$ cat src/rtl/cell_pace_table.sv
module cell_pace_table #(
  parameter int NG = 8,
  parameter int IW = 16,
  parameter int FW = 8,
  localparam int GW = $clog2(NG),
  localparam int PW = IW + FW
) (
  input  logic          clk,
  input  logic          rst_n,
  input  logic          tick_i,
  input  logic          cfg_we_i,
  input  logic [GW-1:0] cfg_grp_i,
  input  logic [PW-1:0] cfg_period_i,
  input  logic          cfg_en_i,
  input  logic [NG-1:0] to_clr_i,
  input  logic [NG-1:0] cell_avail_i,
  output logic          req_valid_o,
  output logic [GW-1:0] req_grp_o,
  output logic [NG-1:0] timeout_o
);

  logic [NG-1:0] pend_v;

  assign req_valid_o = |pend_v;

  always_comb begin
    req_grp_o = '0;
    for (int i = NG - 1; i >= 0; i--)
      if (pend_v[i]) req_grp_o = GW'(i);
  end

  for (genvar g = 0; g < NG; g++) begin : g_ent
    logic          en_q, pend_q, to_q;
    logic [IW-1:0] per_int_q, cnt_q;
    logic [FW-1:0] per_frac_q, acc_q;
    logic [1:0]    miss_q;
    logic [FW:0]   acc_sum;
    logic          wr, dis, arm, take, expire, to_set;

    assign wr      = cfg_we_i && (cfg_grp_i == GW'(g));
    assign dis     = wr && !cfg_en_i;
    assign arm     = wr && cfg_en_i && !en_q;
    assign take    = req_valid_o && (req_grp_o == GW'(g));
    assign expire  = tick_i && en_q && !dis && (cnt_q <= IW'(1));
    assign acc_sum = {1'b0, acc_q} + {1'b0, per_frac_q};
    assign to_set  = take && !dis && !cell_avail_i[g] && (miss_q == 2'd2);

    always_ff @(posedge clk) begin
      if (!rst_n) begin
        en_q       <= 1'b0;
        per_int_q  <= '0;
        per_frac_q <= '0;
        cnt_q      <= '0;
        acc_q      <= '0;
      end else begin
        if (wr) begin
          en_q       <= cfg_en_i;
          per_int_q  <= cfg_period_i[PW-1:FW];
          per_frac_q <= cfg_period_i[FW-1:0];
        end
        if (arm) begin
          cnt_q <= cfg_period_i[PW-1:FW];
          acc_q <= '0;
        end else if (tick_i && en_q && !dis) begin
          if (expire) begin
            cnt_q <= per_int_q + IW'(acc_sum[FW]);
            acc_q <= acc_sum[FW-1:0];
          end else begin
            cnt_q <= cnt_q - IW'(1);
          end
        end
      end
    end

    always_ff @(posedge clk) begin
      if (!rst_n) begin
        pend_q <= 1'b0;
        miss_q <= '0;
        to_q   <= 1'b0;
      end else begin
        if (dis)         pend_q <= 1'b0;
        else if (expire) pend_q <= 1'b1;
        else if (take)   pend_q <= 1'b0;

        if (dis)                  miss_q <= '0;
        else if (take) begin
          if (cell_avail_i[g])    miss_q <= '0;
          else if (to_set)        miss_q <= '0;
          else                    miss_q <= miss_q + 2'd1;
        end

        if (to_set)           to_q <= 1'b1;
        else if (to_clr_i[g]) to_q <= 1'b0;
      end
    end

    assign pend_v[g]    = pend_q;
    assign timeout_o[g] = to_q;
  end

endmodule

$ cat config.mk
export PLATFORM = sky130hd
export DESIGN_NAME = cell_pace_table
export DESIGN_NICKNAME = d
export VERILOG_FILES = /design/src/rtl/cell_pace_table.sv
export SDC_FILE = /design/constraint.sdc
export NUM_CORES = 1
export LEC_CHECK = 0
export BUFFER_PORTS_ARGS = -buffer_cell sky130_fd_sc_hd__buf_2
export CORE_MARGIN = 2
export CORE_UTILIZATION = 25
export DETAILED_ROUTE_END_ITERATION = 12
export PLACE_DENSITY = 0.49
export SYNTH_ARGS = -nofsm -noshare
export SYNTH_HDL_FRONTEND = slang
export SYNTH_SLANG_ARGS = --single-unit
$ cat constraint.sdc
create_clock -name clk -period 7.4 [get_ports clk]
set_input_delay 1.48 -clock clk [delete_from_list [all_inputs] [get_ports clk]]
set_output_delay 1.48 -clock clk [all_outputs]
set_load 0.02 [all_outputs]
==> results of run 1 <==
## worst max-delay path by stage
stage          cells after the start  slack (ns)                 end          from
6_report                           8        3.39  g_ent[1].cnt_q[13]      cfg_en_i
5_1_grt                            8        3.22  g_ent[1].cnt_q[13]      cfg_en_i
4_1_cts                            8        3.49  g_ent[1].cnt_q[13]      cfg_en_i
3_5_place_dp                       8        2.88  g_ent[1].cnt_q[13]      cfg_en_i
3_3_place_gp                       8        2.92  g_ent[1].cnt_q[13]      cfg_en_i
2_1_floorplan                      8        3.86   g_ent[6].cnt_q[5]  cfg_grp_i[1]
## routing by layer
| metal | share of wire (%) | track usage (%) | up-vias |
|---|---|---|---|
| li1 | - | - | 10860 |
| met1 | 50 | 24.58 | 10370 |
| met2 | 41 | 23.89 | 594 |
| met3 | 6.4 | 2.183 | 110 |
| met4 | 2.6 | 4.819 | 8 |
| met5 | 0.057 | 0 | - |
## worst max-delay path: cells and delay by family
kind,cells,cell delay [ns]
AOI/OAI and AO/OA,3,0.75
buffers and inverters,3,0.44
and+or+nand+nor,2,1.71
## synth_stat cells, drive strengths merged, types with 48 or more instances
master and number:
xnor2 137, a21oi 388, nor3 76, inv 48
ha 96, o21ai 76, xor2 84, nor2 203
nand3 101, dfxtp 424, a22oi 78, clkbuf 174
nand2 665
## state kept, by name (all words and copies together), names as in the netlist
name,count
g_ent.pend_q,8
g_ent.acc_q,64
g_ent.miss_q,16
g_ent.per_int_q,128
g_ent.cnt_q,128
g_ent.en_q,8
g_ent.to_q,8
g_ent.per_frac_q,64
## power breakdown
part / switching [µW] / internal (µW)
Sequential: 51.2 / 2330
Clock: 1030 / 1360
Combinational: 421 / 211
Total: 1510 / 3900
## layout make-up
| class | instances | area share [%] |
|---|---|---|
| diodes | 2 | 0.01882 |
| multi-input cells | 2427 | 53.61 |
| flip-flops and latches | 424 | 31.92 |
| inverters | 48 | 0.7058 |
| repair buffers | 93 | 2.070 |
| well taps | 1254 | 5.901 |
| clock buffers | 71 | 5.336 |
| clock inverters | 16 | 0.4376 |
## through the flow
stage | cell area (µm²) | cells
2_1_floorplan | 23710 | 3103
3_3_place_gp | 25050 | 4246
3_5_place_dp | 25050 | 4246
4_1_cts | 26590 | 4333
5_1_grt | 26590 | 4333
6_report | 26590 | 4335
## kinds of logic after synthesis
family | share of synthesized area [%]
muxes | 0.2533
DFF | 35.80
xor gates and xnor gates | 8.163
adders and majority gates | 5.741
buffers and inverters | 4.248
and+or+nand+nor | 25.09
AOI/OAI and AO/OA | 20.71
==> impl_metrics.yaml, run 1 <==
run_status:
  run_status: "complete, no violations"
sta:
  clock.fmax_ghz: 0.2495
  fin_crit_ns: 4.008
  final_min_period_over_clock_period_pct: 54.17
  worst_slew_pin_slew_ns: 1.263
  rsz0062_at_grt: "no"
  setup_viol: 0
  fin_ws_ns: 3.392
  drv_slew: 0
  fin_setup_tns_ns: 0
  hold_viol_final: 0
  relSlewSlack_pct: 15.48
  hold_ws_ns: 0.4561
  skew_ns: 0.01223
grt:
  grt_pass1_wl_um: 124800
  overflow: 0
  grt_antenna_before_repair: 7
  grt_use_total_pct: 16.31
  grt_max_degree: 95
  grt_pass1_vias: 20290
clocking:
  cts_made_buffers: 48
  clk_pin_slew_worst_paths_ns: 0.06
  cts_htree_levels: 2
  postCtsHoldBufs: 0
  cts_resized: 0
  cts.sinks: 424
  clockRootBuffer: "clkbuf_16"
  postCtsSetupBuffers: 0
  clkLatencyLatePin_ns: 0.59
  ctsLongestPathBuffers: 3
  cts_tree: "yes"
routing:
  drcViolationCount: 0
  viasPerCell: 5.061
  avgRoutedWirePerCell_um: 18.75
  drtAntennaViolNets: 0
  drt-total-wl_um: 81270
  first_pass_iters: 6
  drt-initial-drc-count: 1965
  vias: 21940
min_path:
  min_to: "g_ent[2].acc_q[5]"
  hold_class: "register to register"
  hold_start: "g_ent[2].acc_q[5]"
  hold_depth: 2
layout:
  final_common_cell: "nand2_1"
  final_nets: 3194
  multiInputGateArea_mm2: 0.01425
  finish.utilization_pct: 28.41
  fill_cells: 10250
  layout_common_cells: "nand2_1 (665), dfxtp_1 (424), a21oi_1 (388), nor2_1 (200), xnor2_1 (137)"
  drive_above_1_share_pct: 6.788
  ff_latch_area_mm2: 0.008488
  syn_to_final_growth_pct: 12.14
pwr:
  power_uw: 5404
  power_density_mw_per_mm2: 203.2
  p_leak_uw: 0.009415
  peakVddDrop_mv: 0.1288
logic_synthesis:
  synth_edf_count: 0
  ys_seq_area_share_pct: 35.80
  syn-cell-area_mm2: 0.02371
  synth_nets: 3255
  ys_ff_latch: 424
  synth_cells: 3103
  ys_async_sr_fraction_pct: 0
  synth_area_per_cell_um2: 7.641
  synth_area_leaders: "dfxtp_1 (36%), nand2_1 (11%), a21oi_1 (8.2%), ha_1 (5.1%), xnor2_1 (5.1%)"
  synth_top_area_share_pct: 35.80
  synth_area_leader_cell: "dfxtp_1"
  yosysWarnings: 0
  yosysUniqueCellTypes: 74
  synth-main-ff-cell: "dfxtp_1"
critical_path:
  rr_worst_depth: 17
  crit_chain: "buf_2, buf_4, nor2b_1, a21oi_1, nor2_1, inv_1, o221ai_1, a221oi_1"
  worstReg2RegEnd: "g_ent[3].cnt_q[12]"
  startpoint_type: "input pin"
  critPathRequiredTime_ns: 7.82
  crit_slowest_cell: "nor2_1"
  crit-reg2reg-launch: "g_ent[3].per_frac_q[0]"
  crit_arrival_ns: 4.43
  rrSetupSlack_ns: 3.72
  cp_max_fo: 30
  cp-end-kind: "register"
  critPathKind: "input pin to register"
  slowest_delay_ns: 1.08
die:
  die_w_um: 312.0
  start_util_pct: 25.33
  die_area_mm2: 0.09733
  fp.dieH_um: 312.0
  core_area_mm2: 0.09361
  std_cell_rows: 112
  pin_count: 60
run:
  cap_viol_max_count: 0
place:
  place_hpwl_um: 52310
  gp_congestion: 0.8555
  io_buffers: 59
  dpl_worst_slack_ns: 2.878
Note: power is estimated with default switching activity, not from simulation.
==> run 2: changes to the inputs <==
--- a/config.mk
+++ b/config.mk
@@ -9,7 +9,7 @@
 export CORE_MARGIN = 2
 export CORE_UTILIZATION = 25
 export DETAILED_ROUTE_END_ITERATION = 12
-export PLACE_DENSITY = 0.49
+export PLACE_DENSITY = 0.5
 export SYNTH_ARGS = -nofsm -noshare
 export SYNTH_HDL_FRONTEND = slang
 export SYNTH_SLANG_ARGS = --single-unit
==> constraint.sdc (replaced) <==
create_clock -name clk -period 3.5 [get_ports clk]
set_input_delay 0.7 -clock clk [delete_from_list [all_inputs] [get_ports clk]]
set_output_delay 0.7 -clock clk [all_outputs]
set_load 0.02 [all_outputs]
==> impl_metrics.yaml, run 2 (synthesis results as in run 1) <==
clocking:
  cts_htree_levels: 2
  clk_pin_slew_worst_paths_ns: 0.06
  clkLatencyLatePin_ns: 0.60
  cts_made_buffers: 48
  cts_tree: "yes"
  postCtsHoldBufs: 0
  clockRootBuffer: "clkbuf_16"
  cts.sinks: 424
  ctsLongestPathBuffers: 3
routing:
  first_pass_iters: 5
  drt-total-wl_um: 80140
  drtAntennaViolNets: 0
  drt-initial-drc-count: 1508
  drcViolationCount: 0
  viasPerCell: 5.005
  vias: 21960
  avgRoutedWirePerCell_um: 18.26
sta:
  fin_setup_tns_ns: 0
  drv_slew: 0
  final_min_period_over_clock_period_pct: 91.47
  clock.fmax_ghz: 0.3123
  skew_ns: 0.02605
  worst_slew_pin_slew_ns: 0.9110
  relSlewSlack_pct: 39.04
  rsz0062_at_grt: "yes"
  hold_viol_final: 0
  fin_crit_ns: 3.202
  setup_viol: 0
layout:
  layout_common_cells: "nand2_1 (665), dfxtp_1 (424), a21oi_1 (387), nor2_1 (199), xnor2_1 (137)"
  drive_above_1_share_pct: 8.301
  final_common_cell: "nand2_1"
  biggestRegsByFlops: "g_ent.cnt_q (128), g_ent.per_int_q (128)"
  final_nets: 3247
  syn_to_final_growth_pct: 14.24
  stdcell_count: 4388
grt:
  grt_max_degree: 84
  grt_use_total_pct: 16.02
  grt_antenna_before_repair: 7
  use_met3_pct: 3.119
  grt_pass1_wl_um: 122700
  overflow: 0
  busiest_layer: "met2"
  grt_pass1_vias: 20540
  grt_util_met1_pct: 22.00
  grt_use_met2_pct: 25.31
place:
  placed_cells: 4297
  place_hpwl_um: 53450
  io_buffers: 59
  gp_congestion: 0.8495
critical_path:
  crit_arrival_ns: 3.71
  cp_max_fo: 5
  startpoint_type: "register"
  cp-end-kind: "register"
  critPathKind: "register to register"
  critPathRequiredTime_ns: 4.01
die:
  std_cell_rows: 112
  core_area_mm2: 0.09361
  die_area_mm2: 0.09733
  die_w_um: 312.0
  start_util_pct: 25.33
  fp.dieH_um: 312.0
  pin_count: 60
pwr:
  power_uw: 11540
  p_leak_uw: 0.009709
  peakVddDrop_mv: 0.3442
  power_density_mw_per_mm2: 426.0
min_path:
  hold_class: "input pin to register"
run_status:
  run_status: "complete, no violations"
run:
  cap_viol_max_count: 0
## run 2: routing by layer
metal | routed length, µm | vias up
met1 | 37860 | 10370
met4 | 2422 | 10
li1 | - | 10960
met2 | 35230 | 497
met3 | 4570 | 127
met5 | 58 | -
## run 2: worst paths after layout
check,startpoint,endpoint,slack [ns],cells after the start
worst max-delay path,g_ent[4].per_frac_q[0],g_ent[4].cnt_q[14],0.30,16
worst min-delay path,to_clr_i[3],g_ent[3].to_q,0.36,3
worst max register to register,g_ent[4].per_frac_q[0],g_ent[4].cnt_q[14],0.30,16
worst min register to register,g_ent[6].acc_q[4],g_ent[6].acc_q[4],0.46,2
## run 2: area by class of cell
cell class / instances / area, µm²
antenna: 2 / 5.005
clock buffer: 74 / 1420
clock inverter: 13 / 147.6
fill: 10190 / 66520
inverter: 48 / 187.7
multi-input combinational: 2427 / 14280
sequential: 424 / 8488
tap: 1254 / 1569
timing repair buffer: 146 / 988.4
## run 2: per-stage QoR
| step | hold slack [ns] | utilization, % | worst slack, ns | instance area [µm²] |
|---|---|---|---|---|
| final | 0.3616 | 28.94 | 0.2984 | 27090 |
| after global routing | 0.3433 | 28.93 | -0.009553 | 27080 |
| after CTS | 0.3220 | 28.89 | 0.2041 | 27040 |
| after detailed placement | 0.4500 | 27.21 | 0.2110 | 25480 |
| after global placement | 0.4429 | 27.21 | 0.2372 | 25480 |
| after floorplan | 0.4355 | - | 0.4687 | 23710 |
## run 2: worst max-delay path, cell delays in order (launching register included)
cell and delay (ns):
dfxtp_1 0.31, ha_1 0.23, fa_1 0.41, a21o_1 0.19, a311o_1 0.36, a21oi_2 0.17, nor2b_1 0.06, o21ai_0 0.15
nand2b_1 0.09, ha_1 0.21, ha_1 0.21, nand3_1 0.14, nor2_1 0.12, nand3_1 0.11, xnor2_1 0.12, nand2_1 0.07
a31oi_1 0.18
## run 2: where the power goes
| part | total, µW | switching [µW] | leakage, µW | internal [µW] |
|---|---|---|---|---|
| logic | 1380 | 897 | 0.00551 | 481 |
| clock network | 5130 | 2130 | 0.000776 | 3010 |
| registers | 5030 | 107 | 0.00343 | 4920 |
## run 2: repair_timing
action                     4_1_cts  5_1_grt
buffers inserted                 0        2
setup endpoints to repair        0        8
resized for setup                0        6
==> run 3: changes to the inputs <==
--- a/config.mk
+++ b/config.mk
@@ -7,9 +7,9 @@
 export LEC_CHECK = 0
 export BUFFER_PORTS_ARGS = -buffer_cell sky130_fd_sc_hd__buf_2
 export CORE_MARGIN = 2
-export CORE_UTILIZATION = 25
+export CORE_UTILIZATION = 45
 export DETAILED_ROUTE_END_ITERATION = 12
-export PLACE_DENSITY = 0.5
+export PLACE_DENSITY = 0.73
 export SYNTH_ARGS = -nofsm -noshare
 export SYNTH_HDL_FRONTEND = slang
 export SYNTH_SLANG_ARGS = --single-unit
==> impl_metrics.yaml, run 3 (synthesis results as in run 1) <==
clocking:
  clkLatencyLatePin_ns: 0.59
  cts_made_buffers: 48
  postCtsHoldBufs: 0
  clk_pin_slew_worst_paths_ns: 0.06
  ctsLongestPathBuffers: 3
  clockRootBuffer: "clkbuf_16"
  cts.sinks: 424
  cts_htree_levels: 2
  cts_tree: "yes"
layout:
  fin_area_mm2: 0.02628
  multiInputGateArea_mm2: 0.01427
  layout_common_cells: "nand2_1 (665), dfxtp_1 (424), a21oi_1 (386), nor2_1 (201), xnor2_1 (137)"
  final_nets: 3238
  final_common_cell: "nand2_1"
  fill_cells: 5068
  drive_above_1_share_pct: 8.267
  biggestRegsByFlops: "g_ent.cnt_q (128), g_ent.per_int_q (128)"
  ff_latch_area_mm2: 0.008488
  syn_to_final_growth_pct: 10.83
pwr:
  p_seq_share_pct: 44.0
  power_density_mw_per_mm2: 434.6
  power.switching_uw: 3052
  p_leak_uw: 0.009642
  power.internal_uw: 8369
  power_frac_comb_pct: 11.6
  clock_power_share_pct: 44.4
  power_switching_share_pct: 26.73
  peakVddDrop_mv: 0.3007
sta:
  worst_slew_pin_slew_ns: 0.9986
  clock.fmax_ghz: 0.3140
  hold_viol_final: 0
  final_min_period_over_clock_period_pct: 90.98
  drv_slew: 0
  skew_ns: 0.01508
  setup_viol: 0
  fin_ws_ns: 0.3156
  relSlewSlack_pct: 33.18
  fin_crit_ns: 3.184
routing:
  first_pass_iters: 5
  drtAntennaViolNets: 0
  vias: 22130
  wl_met1_um: 31300
  met3_length_um: 5803
  routed.top_layer: "met5"
  avgRoutedWirePerCell_um: 18.00
  wl_met2_um: 29290
  drcViolationCount: 0
  drt-initial-drc-count: 2291
  viasPerCell: 5.806
  drt-total-wl_um: 68620
grt:
  grt_use_total_pct: 24.79
  grt_max_degree: 78
  grt_antenna_before_repair: 6
  grt_pass1_vias: 19700
  overflow: 0
  grt_pass1_wl_um: 107900
critical_path:
  crit_chain: "ha_1, fa_1, a21o_1, a311o_1, a21oi_2, nor2b_1, o21ai_0, nand2b_1, ha_1, ha_1, nand3_1, nor2_1, nand3_1, xnor2_1, nand2_1, a31oi_1"
  crit_top_cell: "ha_1"
  startpoint_type: "register"
  cp_max_fo: 5
  critPathKind: "register to register"
  crit_arrival_ns: 3.69
  crit_slowest_cell: "fa_1"
  path_buf_inv: 0
  cp-end-kind: "register"
  slowest_delay_ns: 0.41
  critPathRequiredTime_ns: 4.00
  cp_top_family: "adder cells"
die:
  fp.dieH_um: 233.5
  die_w_um: 233.5
  std_cell_rows: 84
  pin_count: 60
  die_area_mm2: 0.05454
  core_area_mm2: 0.05234
  start_util_pct: 45.30
place:
  gp_congestion: 0.9076
  place_hpwl_um: 45470
  io_buffers: 59
  dpl-instance-area_mm2: 0.02467
  dpl_worst_slack_ns: 0.1763
run:
  cap_viol_max_count: 0
run_status:
  run_status: "complete, no violations"
min_path:
  hold_class: "input pin to register"
==> run 3: changes by cell type in the layout (fill, tap and decap cells not counted), sizes merged <==
cell | previous run | this run
diode | 2 | 3
clkbuf | 74 | 65
clkinvlp | 0 | 4
buf | 146 | 137
clkinv | 8 | 12
inv | 50 | 49
==> run 3: what timing repair did <==
| item | 4_1_cts | 5_1_grt |
|---|---|---|
| resized for setup | 0 | 10 |
| buffers inserted | 0 | 0 |
| endpoints found under the setup margin | 0 | 13 |
| hold endpoints to repair | 0 | 0 |
==> run 3: worst paths after layout <==
path                         to  cells after the start  slack (ns)                   start
min reg2reg   g_ent[2].acc_q[3]                      2        0.45       g_ent[2].acc_q[3]
min               g_ent[7].to_q                      3        0.37             to_clr_i[7]
max          g_ent[4].cnt_q[14]                     16        0.32  g_ent[4].per_frac_q[0]
max reg2reg  g_ent[4].cnt_q[14]                     16        0.32  g_ent[4].per_frac_q[0]
==> run 3: power groups by stage <==
stage                     Sequential, µW  Combinational (µW)  Clock (µW)
after floorplan                     5100                 946           0
after global placement              5130                1280           0
after detailed placement            5130                1290           0
after CTS                           5020                1300        5150
after global routing                5040                1450        5330
final                               5030                1320        5080
==> run 3: through the flow <==
step           power, µW  util, %   TNS [ns]  std cells  hold WS, ns
3_3_place_gp        6407    47.13          0       3724       0.4422
3_5_place_dp        6417    47.13          0       3724       0.4493
2_1_floorplan       6049        -          0       3103       0.4355
6_report           11420    50.21          0       3812       0.3737
4_1_cts            11470    50.13          0       3809       0.3431
5_1_grt            11820    50.21  -0.009504       3811       0.3949
==> run 3: area by class of cell <==
type | instances | share of cell area [%]
multi-input cells | 2427 | 54.31
flip-flops and latches | 424 | 32.30
clock buffers | 65 | 5.237
repair buffers | 137 | 3.399
well taps | 688 | 3.276
clock inverters | 20 | 0.7332
inverters | 48 | 0.7141
diodes | 3 | 0.02857
==> run 3: worst reg2reg max path: cells and delay by family, from the launching register on <==
kind	cells	cell delay [ns]
fa+ha+maj	4	1.06
compound gates	5	1.05
flops	1	0.31
xor+xnor	1	0.11
simple gates	6	0.57
==> run 3: per-layer routing <==
metal,vias up,global-route usage [%]
li1,10960,-
met3,115,4.480
met2,723,37.00
met4,6,9.197
met1,10330,35.39
met5,-,0
